==> src/rtl/sst_pkg.sv <==
package sst_pkg;
  localparam int DATA_W = 32;
  localparam int LANES  = DATA_W / 8;

  typedef enum logic [1:0] {
    SZ_BYTE = 2'd0,
    SZ_WORD = 2'd1,
    SZ_LONG = 2'd2,
    SZ_LNG2 = 2'd3
  } bus_size_e;

  // Longword indices inside the bank
  localparam int REG_HALT  = 0;
  localparam int REG_MSE   = 1;
  localparam int REG_FAR   = 2;
  localparam int REG_LED   = 4;
  localparam int REG_PCTL  = 5;
  localparam int REG_TIMER = 7;

  // Error status bit positions
  localparam int MSE_PE   = 0;
  localparam int MSE_WWP  = 1;
  localparam int MSE_PER  = 6;
  localparam int MSE_MCD0 = 8;

  function automatic logic [DATA_W-1:0] lane_merge(
    input logic [DATA_W-1:0] old_v,
    input logic [DATA_W-1:0] new_v,
    input logic [DATA_W-1:0] mask
  );
    return (old_v & ~mask) | (new_v & mask);
  endfunction
endpackage

==> src/rtl/sst_lane_mask.sv <==
module sst_lane_mask import sst_pkg::*; (
  input  logic [1:0]        size,
  input  logic [1:0]        addr_lo,
  output logic [LANES-1:0]  lane_en,
  output logic [DATA_W-1:0] bit_mask
);
  always_comb begin
    unique case (bus_size_e'(size))
      SZ_BYTE: lane_en = LANES'(1) << addr_lo;
      SZ_WORD: lane_en = addr_lo[1] ? 4'b1100 : 4'b0011;
      default: lane_en = '1;
    endcase
  end

  for (genvar g = 0; g < LANES; g++) begin : g_lane
    assign bit_mask[8*g +: 8] = {8{lane_en[g]}};
  end
endmodule

==> src/rtl/sst_err_bank.sv <==
module sst_err_bank import sst_pkg::*; #(
  parameter int   FAR_W     = 15,
  parameter logic MEM_CODE0 = 1'b1
) (
  input  logic              clk,
  input  logic              rst,
  input  logic              wr_en,
  input  logic [DATA_W-1:0] wdata,
  input  logic [DATA_W-1:0] wmask,
  input  logic              capture,
  input  logic [FAR_W-1:0]  cap_addr,
  output logic [DATA_W-1:0] mse_value,
  output logic [DATA_W-1:0] far_value,
  output logic              per_flag
);
  logic pe_q, wwp_q, per_q;
  logic [FAR_W-1:0] far_q;
  logic clr_per;

  assign clr_per = wr_en && wmask[MSE_PER] && wdata[MSE_PER];

  always_ff @(posedge clk) begin
    if (rst) begin
      pe_q  <= 1'b0;
      wwp_q <= 1'b0;
      per_q <= 1'b0;
      far_q <= '0;
    end else begin
      if (wr_en && wmask[MSE_PE])  pe_q  <= wdata[MSE_PE];
      if (wr_en && wmask[MSE_WWP]) wwp_q <= wdata[MSE_WWP];
      if (capture) begin
        per_q <= 1'b1;
        far_q <= cap_addr;
      end else if (clr_per) begin
        per_q <= 1'b0;
      end
    end
  end

  always_comb begin
    mse_value           = '0;
    mse_value[MSE_PE]   = pe_q;
    mse_value[MSE_WWP]  = wwp_q;
    mse_value[MSE_PER]  = per_q;
    mse_value[MSE_MCD0] = MEM_CODE0;
    far_value           = DATA_W'(far_q);
  end

  assign per_flag = per_q;
endmodule

==> src/rtl/sst_interval_timer.sv <==
module sst_interval_timer #(
  parameter int TMR_W = 16
) (
  input  logic             clk,
  input  logic             rst,
  input  logic             ld_we,
  input  logic [TMR_W-1:0] ld_data,
  input  logic [TMR_W-1:0] ld_mask,
  input  logic             tick,
  output logic [TMR_W-1:0] remain,
  output logic [TMR_W-1:0] count_up,
  output logic             expire
);
  logic [TMR_W-1:0] load_q, remain_q, next_period;
  logic             period_end;

  assign period_end  = tick && (remain_q == TMR_W'(1));
  assign next_period = (load_q == '0) ? '1 : (~load_q + TMR_W'(1));

  always_ff @(posedge clk) begin
    if (rst) begin
      load_q   <= '0;
      remain_q <= '1;
      expire   <= 1'b0;
    end else begin
      expire <= period_end;
      if (period_end)  remain_q <= next_period;
      else if (tick)   remain_q <= remain_q - TMR_W'(1);
      if (ld_we)           load_q <= (load_q & ~ld_mask) | (ld_data & ld_mask);
      else if (period_end) load_q <= '0;
    end
  end

  assign remain   = remain_q;
  assign count_up = ~remain_q + TMR_W'(1);
endmodule

==> src/rtl/sys_status_timer.sv <==
module sys_status_timer import sst_pkg::*; #(
  parameter int          ADDR_W    = 32,
  parameter logic [31:0] BASE_ADDR = 32'h2008_0000,
  parameter int          IDX_W     = 3,
  parameter int          FAR_W     = 15,
  parameter int          TMR_W     = 16,
  parameter logic        MEM_CODE0 = 1'b1
) (
  input  logic              clk,
  input  logic              rst,
  input  logic              bus_req,
  input  logic              bus_wr,
  input  logic [ADDR_W-1:0] bus_addr,
  input  logic [1:0]        bus_size,
  input  logic [31:0]       bus_wdata,
  output logic [31:0]       bus_rdata,
  input  logic              err_capture,
  input  logic [FAR_W-1:0]  err_addr,
  input  logic              us_tick,
  output logic              tmr_expire
);
  localparam int OFS_W = IDX_W + 2;
  localparam int NREG  = 1 << IDX_W;

  logic             hit, wr_hit, rd_hit;
  logic [IDX_W-1:0] idx;
  logic [LANES-1:0] lane_en;
  logic [DATA_W-1:0] wmask;
  logic [NREG-1:0]  wr_sel;

  assign hit    = (bus_addr[ADDR_W-1:OFS_W] == BASE_ADDR[ADDR_W-1:OFS_W]);
  assign idx    = bus_addr[OFS_W-1:2];
  assign wr_hit = bus_req && bus_wr && hit;
  assign rd_hit = bus_req && !bus_wr && hit;

  for (genvar g = 0; g < NREG; g++) begin : g_wsel
    assign wr_sel[g] = wr_hit && (idx == IDX_W'(g));
  end

  sst_lane_mask i_lane (
    .size    (bus_size),
    .addr_lo (bus_addr[1:0]),
    .lane_en (lane_en),
    .bit_mask(wmask)
  );

  // Plain read/write words
  logic [DATA_W-1:0] halt_q, led_q, pctl_q;

  always_ff @(posedge clk) begin
    if (rst) begin
      halt_q <= '0;
      led_q  <= '0;
      pctl_q <= '0;
    end else begin
      if (wr_sel[REG_HALT]) halt_q <= lane_merge(halt_q, bus_wdata, wmask);
      if (wr_sel[REG_LED])  led_q  <= lane_merge(led_q,  bus_wdata, wmask);
      if (wr_sel[REG_PCTL]) pctl_q <= lane_merge(pctl_q, bus_wdata, wmask);
    end
  end

  logic [DATA_W-1:0] mse_value, far_value;
  logic              err_per;

  sst_err_bank #(
    .FAR_W    (FAR_W),
    .MEM_CODE0(MEM_CODE0)
  ) i_err (
    .clk      (clk),
    .rst      (rst),
    .wr_en    (wr_sel[REG_MSE]),
    .wdata    (bus_wdata),
    .wmask    (wmask),
    .capture  (err_capture),
    .cap_addr (err_addr),
    .mse_value(mse_value),
    .far_value(far_value),
    .per_flag (err_per)
  );

  logic [TMR_W-1:0] tmr_remain, tmr_count;

  sst_interval_timer #(
    .TMR_W(TMR_W)
  ) i_tmr (
    .clk     (clk),
    .rst     (rst),
    .ld_we   (wr_sel[REG_TIMER]),
    .ld_data (bus_wdata[DATA_W-1 -: TMR_W]),
    .ld_mask (wmask[DATA_W-1 -: TMR_W]),
    .tick    (us_tick),
    .remain  (tmr_remain),
    .count_up(tmr_count),
    .expire  (tmr_expire)
  );

  logic [DATA_W-1:0] rd_val;

  always_comb begin
    rd_val = '0;
    unique case (int'(idx))
      REG_HALT:  rd_val = halt_q;
      REG_MSE:   rd_val = mse_value;
      REG_FAR:   rd_val = far_value;
      REG_LED:   rd_val = led_q;
      REG_PCTL:  rd_val = pctl_q;
      REG_TIMER: rd_val = {tmr_count, {(DATA_W-TMR_W){1'b0}}};
      default:   rd_val = '0;
    endcase
  end

  always_ff @(posedge clk) begin
    if (rst)                       bus_rdata <= '0;
    else if (bus_req && !bus_wr)   bus_rdata <= rd_hit ? rd_val : '0;
  end
endmodule

==> config.mk <==
export PLATFORM = sky130hd
export DESIGN_NAME = sys_status_timer
export DESIGN_NICKNAME = d
export VERILOG_FILES = /design/src/rtl/sst_pkg.sv /design/src/rtl/sst_lane_mask.sv /design/src/rtl/sst_err_bank.sv /design/src/rtl/sst_interval_timer.sv /design/src/rtl/sys_status_timer.sv
export SDC_FILE = /design/constraint.sdc
export NUM_CORES = 1
export LEC_CHECK = 0
export ABC_CLOCK_PERIOD_IN_PS = 2500
export BUFFER_PORTS_ARGS = -buffer_cell sky130_fd_sc_hd__buf_2
export CORE_AREA = 2 2 130 132
export DETAILED_ROUTE_END_ITERATION = 16
export DIE_AREA = 0 0 132 134
export PLACE_DENSITY = 0.83
export SLEW_MARGIN = 10
export SYNTH_ARGS = -nofsm -noshare
export SYNTH_HDL_FRONTEND = slang
export SYNTH_SLANG_ARGS = --single-unit
==> constraint.sdc <==
create_clock -name clk -period 2.5 [get_ports clk]
set_input_delay 0.375 -clock clk [delete_from_list [all_inputs] [get_ports clk]]
set_output_delay 0.375 -clock clk [all_outputs]
set_load 0.05 [all_outputs]
# Yosys cells after proc, flatten, opt, wreduce, memory -nomap -nowiden
# Index checks and enable logic that the tools add are counted.
# classes
reduce_logical	19
mux	11
n_bitwise	14
n_eq_ne	8
shifts	1
add_sub_neg	3
# op_table
operator	count
32-bit case mux with 6 select lines	1
32-bit bitwise AND	4
32-bit bitwise OR	3
16-bit 2-to-1 mux	5
16-bit inverter	3
16-bit by 1-bit adder with 16-bit output, second input constant	2
16-bit bitwise AND	2
32-bit 2-to-1 mux	1
32-bit inverter	1
27-bit by 25-bit equality test with 1-bit output, second input constant	1
16-bit by 1-bit equality test with 1-bit output, second input constant	1
16-bit zero test	1
16-bit bitwise OR	1
16-bit by 1-bit subtractor with 16-bit output, second input constant	1
1-bit logical AND	12
3-bit equality test, second input constant	3
4-bit case mux with 2 select lines	1
2-bit nonzero test	3
4-bit 2-to-1 mux	1
1-bit by 2-bit << shifter with 4-bit output, first input constant	1
3-bit by 1-bit equality test with 1-bit output, second input constant	1
3-bit by 2-bit equality test with 1-bit output, second input constant	1
3-bit zero test	1
2-bit by 1-bit equality test with 1-bit output, second input constant	1
3 further kinds	4
# word_totals
output_inout_bits	33
in_bits	87
word_cells	67
register_bits	179

# Longest topological paths before layout
# logic_depth
depth_word	7
ltp_mapped	8
mapped_depth_nobuf	7

# Hierarchy
# From an unflattened synthesis, not the netlist that was laid out.
# hier_totals
cells_unflattened	1200
area_unflattened_um2	10687.8
# by_module_without_submodules
module	n_inst	area_each_um2	cells_per_inst	seq_area_each_um2
sys_status_timer	1	7125.6	763	2562.5
sst_interval_timer	1	2230.9	286	660.6
sst_err_bank	1	1047.3	112	360.3
sst_lane_mask	1	284.0	39	0.0

# Least setup slack after synthesis
# Ideal clock, no wire load.
# synth_timing
path_type	input -> register
from	input bus_addr[15]
to	register (tool-made name)
cell_stages	6
t_arrival_ns	2.060
setup_ns	0.128
path_buffers	1
path_slack_ns	0.312
required_ns	2.372
cell_sequence	nor4b_2 -> nand4_4 -> buf_6 -> nor4_4 -> mux2i_1 -> nor2_1
# synth_rtl
element	line_no	rtl
start: declaration	sys_status_timer.sv:13	input logic [ADDR_W-1:0] bus_addr,

# Worst setup path in the final report
# layout_timing
from	register i_tmr.remain_q[4], in the netlist i_tmr.remain[4]
to	register i_tmr.remain_q[13], in the netlist i_tmr.remain[13]
# layout_via
elab_chain_len	3
elab_cells_between_ends	6
classes_between	add/sub (1); eq/ne (1); mux (2); reduce/logical (2)
# layout_lines
element	line_no	rtl
start: declaration	sst_interval_timer.sv:14	logic [TMR_W-1:0] load_q, remain_q, next_period;
start signal: assignment	sst_interval_timer.sv:27	if (period_end) remain_q <= next_period;
start signal: assignment	sst_interval_timer.sv:28	else if (tick) remain_q <= remain_q - TMR_W'(1);
16-bit by 1-bit subtractor with 16-bit output or 16-bit by 1-bit equality test with 1-bit output (tied branches)	sst_interval_timer.sv:28, sst_interval_timer.sv:17	
16-bit 2-to-1 mux or 1-bit logical AND (tied branches)	sst_interval_timer.sv:28, sst_interval_timer.sv:17	
16-bit 2-to-1 mux or 2-bit nonzero test (tied branches)	-	
# Several ways; a longest one is shown, not always the timed one. The select of a mux whose other input is x is not followed.
# A chain may end at the register's enable or synchronous reset.

==> results.sh <==
export IMPL_outcome="complete, no violations"
export IMPL_reg2reg_from="i_tmr.remain[4]$_SDFFE_PP1P_"
export IMPL_die_h_um=134
export IMPL_boundaryPins=120
export IMPL_combPwrFrac_pct=5.9
export IMPL_worstReg2RegEnd="i_tmr.remain[13]$_SDFFE_PP1P_"
export IMPL_cts_tree="built"
export IMPL_routabilityCongestion=0.944
export IMPL_avgSynthCellArea_um2=9.34
export IMPL_crit_end="i_tmr.remain[13]$_SDFFE_PP1P_"
export IMPL_grt_pass1_vias=7375
export IMPL_yosys_warnings=0
export IMPL_num_rows=47
export IMPL_synth_edff_count=0
export IMPL_drv_slew=0
export IMPL_finalSetupViolCount=0
export IMPL_drtPass1Iterations=6
export IMPL_r2r_cells=5
export IMPL_switchingPower_mw=1.43
export IMPL_htreeDepth=4
export IMPL_synth_top_area_share_pct=40.5
export IMPL_track_usage_pct=26.8
export IMPL_crit_slowest_cell="or4_1"
export IMPL_max_stage_delay_ns=0.64
export IMPL_arrival_ns=2.61
export IMPL_design_die_area_um2=17700
export IMPL_synthesis_nets=1039
export IMPL_yosys_register_bits=179
export IMPL_rsz0062_at_grt="false"
export IMPL_startpoint_type="register"
export IMPL_antenna_found_initial=1
export IMPL_dp_hpwl_mm=16.5
export IMPL_setup_tns_ns=0
export IMPL_pre_cts_ws_ns=0.247
export IMPL_wire_per_inst_um=18.3
export IMPL_synth_cell_types=65
export IMPL_cts_buffer_depth=2
export IMPL_postSynthCellCount=948
export IMPL_endpoint_kind="register"
export IMPL_initial_core_util_pct=54.3
export IMPL_drt_iter0_drc=605
export IMPL_grt_pass1_wl_mm=38.0
export IMPL_hold_buffers=0
export IMPL_core_area_um2=16300
export IMPL_min_period_ns=2.29
export IMPL_fmax_mhz=437
export IMPL_p_leak_nw=3.92
export IMPL_fin_nets=1159
export IMPL_ir_drop_uv=521
export IMPL_ys_async_sr_fraction_pct=0
export IMPL_wirelength_mm=23.8
export IMPL_area_growth_pct=18.5
export IMPL_ys_seq_area_share_pct=40.5
export IMPL_syn_area_um2=8850
export IMPL_drc=0
export IMPL_clk_latency_ns=0.44
export IMPL_finClkSkew_ns=0.00563
export IMPL_slew_headroom_pct=59.4
export IMPL_r2r_setup_slack_ns=0.21
export IMPL_synth_main_ff_cell="dfxtp_1"
export IMPL_cts_buffers=17
export IMPL_intPower_mw=4.68
export IMPL_drive_gt1_share_pct=23.4
export IMPL_cap_violations=0
export IMPL_path_max_fanout=12
export IMPL_fillCellCount=1263
export IMPL_diodes=0
export IMPL_p_sw_share_pct=23.4
export IMPL_crit_type="reg2reg"
export IMPL_cts_sinks=179
export IMPL_clkPwrFrac_pct=47.0
export IMPL_clockRootBuffer="clkbuf_16"
export IMPL_period_share_pct=91.5
export IMPL_synth_top_area_cell="dfxtp_1"
export IMPL_grt_max_degree=86
export IMPL_vias_per_cell=5.96
export IMPL_p_seq_share_pct=47.1
export IMPL_port_buffers=119
export IMPL_synth_area_top_cells="dfxtp_1, mux2i_1, nor2_1"
export IMPL_path_clk_slew_ns=0.07
export IMPL_hold_path_class="in2reg"
export IMPL_vias=7746
export IMPL_die_x_um=132
export IMPL_crit_chain="or4_1, nor4_1, o21ai_0, a221oi_1, o21ai_1"
export IMPL_crit_start="i_tmr.remain[4]$_SDFFE_PP1P_"
export IMPL_antenna_left=0
export IMPL_worst_slack_ns=0.213
export IMPL_p_per_area_nw_per_um2=583
export IMPL_critPathRequiredTime_ns=2.82
export IMPL_worstMarginPinSlew_ns=0.610
export IMPL_gr_total_overflow=0
export IMPL_hold_viol_final=0
==> worst max-delay path, delay by kind of cell (launching register included) <==
kind	cells	cell delay, ns
flops	1	0.44
simple gates	2	1.16
compound gates	3	0.56
==> final cells by class <==
| type | instances | area (µm²) | share of cell area, % |
|---|---|---|---|
| clock buffers | 18 | 429 | 4.09 |
| well taps | 220 | 275 | 2.62 |
| repair buffers | 163 | 970 | 9.24 |
| flip-flops and latches | 179 | 3580 | 34.2 |
| multi-input cells | 694 | 4990 | 47.6 |
| inverters | 13 | 48.8 | 0.465 |
| clock inverters | 13 | 195 | 1.86 |
==> cell usage after synthesis (16+ instances only) <==
| master | count |
|---|---|
| a22oi_1 | 54 |
| dfxtp_1 | 179 |
| nor3_1 | 18 |
| o21ai_0 | 31 |
| a21oi_1 | 26 |
| nand2_1 | 22 |
| nor2b_1 | 34 |
| mux2_2 | 28 |
| nand3_1 | 23 |
| mux2i_1 | 116 |
| nor2_1 | 168 |
| a221o_1 | 16 |
| nor3b_1 | 17 |
| clkbuf_1 | 52 |
==> through the flow <==
step	area (µm²)	instances	power [mW]	util [%]	hold WS [ns]
floorplan	8850	948	3.13	-	0.452
global placement	9870	1269	3.29	60.6	0.441
detailed placement	9870	1269	3.30	60.6	0.449
CTS	10500	1300	6.14	64.4	0.169
global route	10500	1300	6.29	64.4	0.172
finish	10500	1300	6.12	64.4	0.175
==> logic make-up after synthesis <==
group	count (synthesis)	synth area share, %
simple gates	351	22.5
flops	179	40.5
xor+xnor	19	1.88
buf+inv	75	3.34
mux	147	17.4
fa+ha+maj	4	0.565
compound gates	173	13.8
==> worst min path at each step <==
stage	startpoint	end	slack (ns)	cells past startpoint
after floorplan	i_err.far_q[8]$_SDFFE_PP0P_	i_err.far_q[8]$_SDFFE_PP0P_	0.45	2
after global placement	bus_rdata[8]$_SDFFE_PP0P_	bus_rdata[8]$_SDFFE_PP0P_	0.44	2
after detailed placement	bus_rdata[8]$_SDFFE_PP0P_	bus_rdata[8]$_SDFFE_PP0P_	0.45	2
after CTS	err_addr[12]	i_err.far_q[12]$_SDFFE_PP0P_	0.17	3
after global routing	err_addr[12]	i_err.far_q[12]$_SDFFE_PP0P_	0.17	3
final	err_addr[3]	i_err.far_q[3]$_SDFFE_PP0P_	0.17	3
==> per-layer routing <==
layer	GRT usage, %	vias to the layer above	routed length [µm]
met3	6.20	58	1560
met4	11.7	0	885
met2	45.3	295	11600
met1	32.7	3690	9800
li1	-	3703	-
met5	0	-	0
==> repair_timing <==
action / in CTS / in global routing
endpoints found under the setup margin: 0 / 2
resized for setup: 0 / 1
setup buffers: 0 / 0
==> cell usage in the layout, fill, tap and decap left out, drive strengths merged, types with 5 or more instances in the layout <==
| cell type | synthesis | routed |
|---|---|---|
| a221oi | 5 | 5 |
| inv | 13 | 19 |
| mux2 | 28 | 28 |
| or4 | 8 | 8 |
| nor3b | 18 | 18 |
| xnor2 | 9 | 9 |
| nand3 | 24 | 24 |
| a221o | 16 | 16 |
| mux2i | 116 | 116 |
| o21ai | 32 | 32 |
| nand2 | 22 | 22 |
| nor2b | 34 | 34 |
| nor2 | 168 | 168 |
| dfxtp | 179 | 179 |
| nor3 | 20 | 20 |
| buf | 10 | 163 |
| nor4 | 30 | 30 |
| a22oi | 54 | 54 |
| xor2 | 10 | 10 |
| a21oi | 26 | 26 |
| clkbuf | 52 | 18 |
| o22ai | 7 | 7 |
==> power groups by stage <==
stage          clock, mW  combinational, mW  sequential (mW)
3_3_place_gp           0              0.347             2.94
3_5_place_dp           0              0.352             2.95
5_1_grt             3.02              0.386             2.88
4_1_cts             2.90              0.356             2.88
6_report            2.88              0.361             2.88
2_1_floorplan          0              0.190             2.94
(Power assumes the default switching activity.)
